<file path="src/rtl/bfe_pkg.sv">
`timescale 1ns/1ps
package bfe_pkg;

    typedef enum logic [0:0] {
        PH_IDLE   = 1'b0,
        PH_WBURST = 1'b1
    } phase_e;

endpackage

</file>
<file path="src/rtl/bfe_cmd_queue.sv">
`timescale 1ns/1ps
module bfe_cmd_queue #(
    parameter int DEPTH  = 8,
    parameter int ADDR_W = 24,
    parameter int LEN_W  = 11,
    parameter int CNT_W  = $clog2(DEPTH + 1)
) (
    input  logic              clk,
    input  logic              rst_n,
    input  logic              push,
    input  logic              push_write,
    input  logic [ADDR_W-1:0] push_addr,
    input  logic [LEN_W-1:0]  push_len,
    input  logic              pop,
    output logic              out_valid,
    output logic              out_write,
    output logic [ADDR_W-1:0] out_addr,
    output logic [LEN_W-1:0]  out_len,
    output logic              full,
    output logic [CNT_W-1:0]  level
);
    localparam int PTR_W = (DEPTH > 1) ? $clog2(DEPTH) : 1;
    localparam logic [CNT_W-1:0] FULL_LVL = CNT_W'(DEPTH);
    localparam logic [PTR_W-1:0] LAST_PTR = PTR_W'(DEPTH - 1);

    typedef struct packed {
        logic [PTR_W-1:0] wp;
        logic [PTR_W-1:0] rp;
        logic [CNT_W-1:0] cnt;
    } qstate_t;

    qstate_t q_q, q_d;

    logic              slot_write [DEPTH];
    logic [ADDR_W-1:0] slot_addr  [DEPTH];
    logic [LEN_W-1:0]  slot_len   [DEPTH];

    logic do_push, do_pop;

    assign do_push = push && (q_q.cnt != FULL_LVL);
    assign do_pop  = pop && (q_q.cnt != '0);

    always_comb begin
        q_d = q_q;
        if (do_push) begin
            q_d.wp = (q_q.wp == LAST_PTR) ? '0 : q_q.wp + 1'b1;
        end
        if (do_pop) begin
            q_d.rp = (q_q.rp == LAST_PTR) ? '0 : q_q.rp + 1'b1;
        end
        q_d.cnt = q_q.cnt + CNT_W'(do_push) - CNT_W'(do_pop);
    end

    always_ff @(posedge clk) begin
        if (!rst_n) begin
            q_q <= '0;
        end else begin
            q_q <= q_d;
        end
    end

    always_ff @(posedge clk) begin
        if (do_push) begin
            slot_write[q_q.wp] <= push_write;
            slot_addr[q_q.wp]  <= push_addr;
            slot_len[q_q.wp]   <= push_len;
        end
    end

    assign out_valid = (q_q.cnt != '0);
    assign out_write = slot_write[q_q.rp];
    assign out_addr  = slot_addr[q_q.rp];
    assign out_len   = slot_len[q_q.rp];
    assign full      = (q_q.cnt == FULL_LVL);
    assign level     = q_q.cnt;

endmodule

</file>
<file path="src/rtl/bfe_burst_track.sv">
`timescale 1ns/1ps
module bfe_burst_track
    import bfe_pkg::*;
#(
    parameter int ADDR_W    = 24,
    parameter int LEN_W     = 11,
    parameter int DATA_W    = 32,
    parameter int MAX_BURST = 1024
) (
    input  logic              clk,
    input  logic              rst_n,
    input  logic              rd,
    input  logic              wr,
    input  logic              first,
    input  logic [ADDR_W-1:0] addr,
    input  logic [LEN_W-1:0]  len,
    input  logic [DATA_W-1:0] wdata,
    input  logic              ready,
    output logic              push,
    output logic              push_write,
    output logic [ADDR_W-1:0] push_addr,
    output logic [LEN_W-1:0]  push_len,
    output logic              err,
    output logic              wbeat_valid,
    output logic [DATA_W-1:0] wbeat_data,
    output logic              wbeat_last,
    output logic              burst_open
);
    localparam logic [LEN_W-1:0] MAX_LEN = LEN_W'(MAX_BURST);
    localparam logic [LEN_W-1:0] ONE_LEN = LEN_W'(1);

    typedef struct packed {
        phase_e            ph;
        logic [LEN_W-1:0]  left;
        logic              held;
        logic [ADDR_W-1:0] h_addr;
        logic [LEN_W-1:0]  h_len;
        logic              err;
        logic              wv;
        logic [DATA_W-1:0] wd;
        logic              wl;
    } trk_t;

    trk_t s_q, s_d;

    logic              req_any, both, is_first, len_ok, bad, accept;
    logic [ADDR_W-1:0] eff_addr;
    logic [LEN_W-1:0]  eff_len;

    always_comb begin
        req_any  = rd | wr;
        both     = rd & wr;
        eff_addr = s_q.held ? s_q.h_addr : addr;
        eff_len  = s_q.held ? s_q.h_len  : len;
        is_first = first | s_q.held;
        len_ok   = (eff_len != '0) && (eff_len <= MAX_LEN);

        if (s_q.ph == PH_IDLE) begin
            bad = both | (req_any & ~is_first) | (req_any & is_first & ~len_ok);
        end else begin
            bad = rd;
        end
        accept = req_any & ready & ~bad;
        push   = accept & (s_q.ph == PH_IDLE);

        s_d     = s_q;
        s_d.err = bad;
        s_d.wv  = accept & wr;
        s_d.wd  = wdata;
        s_d.wl  = 1'b0;

        if (s_q.ph == PH_IDLE) begin
            if (push) begin
                s_d.held = 1'b0;
                if (wr) begin
                    s_d.wl = (eff_len == ONE_LEN);
                    if (eff_len != ONE_LEN) begin
                        s_d.ph   = PH_WBURST;
                        s_d.left = eff_len - ONE_LEN;
                    end
                end
            end else if (first && req_any && !bad && !ready && !s_q.held) begin
                s_d.held   = 1'b1;
                s_d.h_addr = addr;
                s_d.h_len  = len;
            end
        end else if (accept) begin
            s_d.wl   = (s_q.left == ONE_LEN);
            s_d.left = s_q.left - ONE_LEN;
            if (s_q.left == ONE_LEN) begin
                s_d.ph = PH_IDLE;
            end
        end
    end

    always_ff @(posedge clk) begin
        if (!rst_n) begin
            s_q <= '0;
        end else begin
            s_q <= s_d;
        end
    end

    assign push_write  = wr;
    assign push_addr   = eff_addr;
    assign push_len    = eff_len;
    assign err         = s_q.err;
    assign wbeat_valid = s_q.wv;
    assign wbeat_data  = s_q.wd;
    assign wbeat_last  = s_q.wl;
    assign burst_open  = (s_q.ph == PH_WBURST);

endmodule

</file>
<file path="src/rtl/burst_req_frontend.sv">
`timescale 1ns/1ps
module burst_req_frontend #(
    parameter int ADDR_W    = 24,
    parameter int DATA_W    = 32,
    parameter int MAX_BURST = 1024,
    parameter int DEPTH     = 8,
    parameter int LEN_W     = $clog2(MAX_BURST) + 1
) (
    input  logic              clk,
    input  logic              rst_n,
    input  logic              lcl_rd,
    input  logic              lcl_wr,
    input  logic              lcl_first,
    input  logic [ADDR_W-1:0] lcl_addr,
    input  logic [LEN_W-1:0]  lcl_len,
    input  logic [DATA_W-1:0] lcl_wdata,
    input  logic              rdq_full,
    input  logic              wrq_full,
    output logic              lcl_ready,
    output logic              lcl_err,
    output logic              cmd_valid,
    output logic              cmd_write,
    output logic [ADDR_W-1:0] cmd_addr,
    output logic [LEN_W-1:0]  cmd_len,
    input  logic              cmd_pop,
    output logic              wbeat_valid,
    output logic [DATA_W-1:0] wbeat_data,
    output logic              wbeat_last
);
    localparam int CNT_W = $clog2(DEPTH + 1);

    typedef struct packed {
        logic up;
    } top_t;

    top_t t_q, t_d;

    logic              q_push, q_full, wb_open;
    logic              p_write;
    logic [ADDR_W-1:0] p_addr;
    logic [LEN_W-1:0]  p_len;
    logic [CNT_W-1:0]  q_level;

    always_comb begin
        t_d    = t_q;
        t_d.up = 1'b1;
    end

    always_ff @(posedge clk) begin
        if (!rst_n) begin
            t_q <= '0;
        end else begin
            t_q <= t_d;
        end
    end

    assign lcl_ready = t_q.up && !q_full && !rdq_full && !wrq_full;

    bfe_burst_track #(
        .ADDR_W    (ADDR_W),
        .LEN_W     (LEN_W),
        .DATA_W    (DATA_W),
        .MAX_BURST (MAX_BURST)
    ) u_track (
        .clk         (clk),
        .rst_n       (rst_n),
        .rd          (lcl_rd),
        .wr          (lcl_wr),
        .first       (lcl_first),
        .addr        (lcl_addr),
        .len         (lcl_len),
        .wdata       (lcl_wdata),
        .ready       (lcl_ready),
        .push        (q_push),
        .push_write  (p_write),
        .push_addr   (p_addr),
        .push_len    (p_len),
        .err         (lcl_err),
        .wbeat_valid (wbeat_valid),
        .wbeat_data  (wbeat_data),
        .wbeat_last  (wbeat_last),
        .burst_open  (wb_open)
    );

    bfe_cmd_queue #(
        .DEPTH  (DEPTH),
        .ADDR_W (ADDR_W),
        .LEN_W  (LEN_W),
        .CNT_W  (CNT_W)
    ) u_queue (
        .clk        (clk),
        .rst_n      (rst_n),
        .push       (q_push),
        .push_write (p_write),
        .push_addr  (p_addr),
        .push_len   (p_len),
        .pop        (cmd_pop),
        .out_valid  (cmd_valid),
        .out_write  (cmd_write),
        .out_addr   (cmd_addr),
        .out_len    (cmd_len),
        .full       (q_full),
        .level      (q_level)
    );

endmodule

</file>
<file path="config.mk">
export PLATFORM = sky130hd
export DESIGN_NAME = burst_req_frontend
export DESIGN_NICKNAME = d
export VERILOG_FILES = /design/src/rtl/bfe_pkg.sv /design/src/rtl/bfe_cmd_queue.sv /design/src/rtl/bfe_burst_track.sv /design/src/rtl/burst_req_frontend.sv
export SDC_FILE = /design/constraint.sdc
export NUM_CORES = 1
export LEC_CHECK = 0
export ABC_AREA = 1
export BUFFER_PORTS_ARGS = -buffer_cell sky130_fd_sc_hd__buf_2
export CAP_MARGIN = 10
export CORE_MARGIN = 2
export CORE_UTILIZATION = 50
export DETAILED_ROUTE_END_ITERATION = 6
export PLACE_DENSITY_LB_ADDON = 0.08
export SYNTH_ARGS = -nofsm -noshare
export SYNTH_HDL_FRONTEND = slang
export SYNTH_SLANG_ARGS = --single-unit
</file>
<file path="constraint.sdc">
create_clock -name clk -period 8.9 [get_ports clk]
set_input_delay 0.89 -clock clk [delete_from_list [all_inputs] [get_ports clk]]
set_output_delay 0.89 -clock clk [all_outputs]
set_load 0.01 [all_outputs]
</file>
==> impl_metrics.py <==
metrics = {
    "final_layout": {
        "drive_above_1_share": 0.155,
        "nets": 1746,
        "n_fill_cell": 2708,
        "area_growth_pct": 13.7,
    },
    "synth": {
        "ys_ff_latch": 385,
        "ys_seq_area_frac": 0.664,
        "synthCells": 1553,
        "synth-async-reset-ratio": 0,
        "syn_nets": 1643,
        "ys_types": 40,
        "ys_warn_count": 0,
        "synth_top_area_frac": 0.542,
        "synth_area_leader_cell": "edfxtp_1",
        "synth-edff-count": 288,
        "syn_area_sq_um": 16000,
        "avgSynthCellArea_sq_um": 10.3,
        "yosys_most_used_dff": "edfxtp_1",
        "yosys-top-cells-area": "edfxtp_1, dfxtp_1, nor2_1",
    },
    "sta": {
        "tightest_slew_ns": 1.20,
        "setup_viol_count_final": 0,
        "max_freq_ghz": 0.199,
        "fin_crit_sh": 0.563,
        "whs_ns": 0.504,
        "fin_tns_setup_ns": 0,
        "finClkSkew_ns": 0.0152,
        "finalHoldViolations": 0,
        "rsz0062_at_grt": "false",
        "final_max_slew_viol_count": 0,
        "relSlewSlack": 0.190,
        "layout_min_cycle_time_ns": 5.01,
    },
    "grt": {
        "grt_pass1_wl_microns": 56200,
        "grt_pass1_vias": 10400,
        "use_met2": 0.328,
        "antenna_found_initial": 5,
        "top_usage_layer": "met2",
        "grt_use_met1": 0.311,
        "grt_max_degree": 109,
        "grt_use_total": 0.214,
        "met3_usage": 0.0497,
        "grt_overflow_total": 0,
    },
    "worst_setup_path": {
        "worstPathCellList": "inv_2 -> o21ai_1 -> inv_1 -> ha_1 -> inv_1 -> nor2_4 -> nand3_1 -> nand3_2 -> nand2_1 -> nand3_2 -> nor2_4 -> nand2_1 -> nor3_4 -> buf_4",
        "crit_type": "flip-flop to flip-flop",
        "required_ns": 9.10,
        "cp_slowest_cell": "nor3_4",
        "cp-start-kind": "flip-flop",
        "critPathArrivalTime_ns": 5.21,
        "crit_path_max_fanout": 63,
        "cpPeakStageDelay_ns": 0.90,
        "cp-end-kind": "flip-flop",
    },
    "die": {
        "die_w_microns": 183,
        "dieArea_sq_um": 33300,
        "ios": 148,
        "rows": 65,
        "core-area_sq_um": 31500,
        "start_util": 0.507,
        "die_h_microns": 183,
    },
    "status": {
        "status": "finished clean",
    },
    "clock_network": {
        "clock_path_buffers": 3,
        "clock_sink_count": 385,
        "clk_pin_slew_ns": 0.06,
        "root_buffer": "clkbuf_16",
        "clk_latency_ns": 0.53,
        "cts_tree": "yes",
        "cts-buffers-inserted": 41,
        "htreeDepth": 2,
        "postCtsHoldBufs": 0,
        "cts_resized": 0,
        "cts_setup_buffers": 0,
    },
    "pwr": {
        "p_sw_w": 0.00144,
        "p_clk_frac": 0.338,
        "combPwrFrac": 0.229,
        "swShare": 0.305,
        "intPower_w": 0.00328,
        "p_leak_nw": 7.37,
        "p_per_area_nw_per_um2": 260,
        "seqPwrFrac": 0.434,
        "ir_worst_vdd_uv": 160,
        "total_power_w": 0.00472,
    },
    "route": {
        "wirelength_microns": 35100,
        "avgRoutedWirePerCell_microns": 16.8,
        "drtAntennaViolNets": 0,
        "vias_per_cell": 5.24,
        "vias": 11000,
        "drt-pass1-iter-count": 5,
        "drt-initial-drc-count": 874,
        "drc": 0,
    },
    "placement": {
        "io_buffers": 147,
        "dp_hpwl_microns": 20800,
        "gp_congestion": 0.822,
    },
    "worst_hold_path": {
        "hold_path.class": "flip-flop to flip-flop",
    },
    "run": {
        "maxCapViolations": 0,
    },
}
## critical path, delay by kind of cell (launching register included)
family                     cells  cell delay (ns)
AOI/OAI and AO/OA              1             0.74
and+or+nand+nor                8             1.90
adders and majority gates      1             0.25
buffers and inverters          4             1.16
DFF                            1             0.60
## power by group through the flow
stage | sequential [W] | combinational, W | clock [W]
after floorplan | 0.00205 | 0.000744 | 0
after global placement | 0.00209 | 0.00107 | 0
after detailed placement | 0.00209 | 0.00109 | 0
after CTS | 0.00205 | 0.00109 | 0.00163
after global routing | 0.00206 | 0.00122 | 0.00170
final | 0.00205 | 0.00108 | 0.00159
## metrics by stage
stage | util | std cells | setup slack, ns | area (sq um)
3_5_place_dp | 0.535 | 2011 | 3.76 | 16800
3_3_place_gp | 0.535 | 2010 | 3.95 | 16800
4_1_cts | 0.575 | 2086 | 3.75 | 18100
5_1_grt | 0.576 | 2090 | 3.30 | 18100
6_report | 0.576 | 2091 | 3.89 | 18100
2_1_floorplan | - | 1553 | 3.59 | 16000
## synth_stat cells, types with 5 or more instances
master and count:
nor3_1 9, o21ai_0 174, inv_1 114, buf_2 8
edfxtp_1 288, buf_4 32, a31oi_1 36, nand4_1 8
nand2_1 206, xor2_1 14, buf_1 10, o22ai_1 36
o211ai_1 5, o21ai_1 8, ha_1 14, dfxtp_1 97
nand3_1 20, nor2_1 366, inv_2 8, nand2_2 5
clkbuf_1 61, a21oi_1 6
## cell families after synthesis
family / synth area share
compound gates: 0.0922
fa+ha+maj: 0.0122
flops: 0.664
buf+inv: 0.0642
simple gates: 0.159
xor+xnor: 0.00824
## registers in the layout, indices dropped and copies added, names as in the netlist, named ones only
register,flops
u_queue.slot_len,88
t_q,1
u_track.s_q,47
u_queue.q_q,6
u_track.burst_open,1
u_track.err,1
u_track.wbeat_data,32
u_queue.slot_addr,192
u_track.wbeat_last,1
u_queue.level,4
u_track.wbeat_valid,1
u_queue.slot_write,8
## final timing paths
path | startpoint | endpoint | slack (ns) | depth (start not counted)
hold / removal | u_queue.q_q[5]$_SDFFE_PN0P_ | flip-flop | 0.50 | 2
hold reg to reg | u_queue.q_q[5]$_SDFFE_PN0P_ | flip-flop | 0.50 | 2
setup / recovery | u_track.s_q[70]$_SDFFE_PN0P_ | u_queue.slot_addr[2][9]$_DFFE_PP_ | 3.89 | 14
setup reg to reg | u_track.s_q[70]$_SDFFE_PN0P_ | u_queue.slot_addr[2][9]$_DFFE_PP_ | 3.89 | 14
## metal layers
layer | routed length [microns] | share of wire | vias to the layer above
li1 | - | - | 5411
met1 | 16600 | 0.47 | 5166
met2 | 15400 | 0.44 | 320
met3 | 2530 | 0.072 | 50
met4 | 599 | 0.017 | 4
met5 | 27 | 0.00077 | -
## area by class of cell
class                           instances  area [sq um]  area share
Sequential cell                       385         10600       0.584
Multi-Input combinational cell        932          4390       0.242
Clock buffer                           54          1130      0.0622
Timing Repair Buffer                  172           921      0.0508
Tap cell                              402           503      0.0277
Inverter                              124           467      0.0257
Clock inverter                         21           133     0.00731
Antenna cell                            1          2.50    0.000138
## cell usage in the layout (no fill, tap or decap), types with 5 or more instances in the layout
cell	netlist	final
clkinv_2	0	9
ha_1	14	14
nand2_2	5	5
a31oi_1	36	36
nand2_1	206	206
nand3_1	20	20
a21oi_1	6	6
nor2_1	366	364
buf_4	32	21
edfxtp_1	288	288
nor3_1	9	6
inv_1	114	114
nor2_4	3	5
buf_2	8	148
nand4_1	8	8
dfxtp_1	97	95
clkinv_1	2	10
o21ai_0	174	172
clkbuf_1	61	10
o211ai_1	5	5
xor2_1	14	14
clkbuf_16	0	43
o22ai_1	36	36
inv_2	8	9
o21ai_1	8	10
Note: power is estimated with default switching activity, not from simulation.
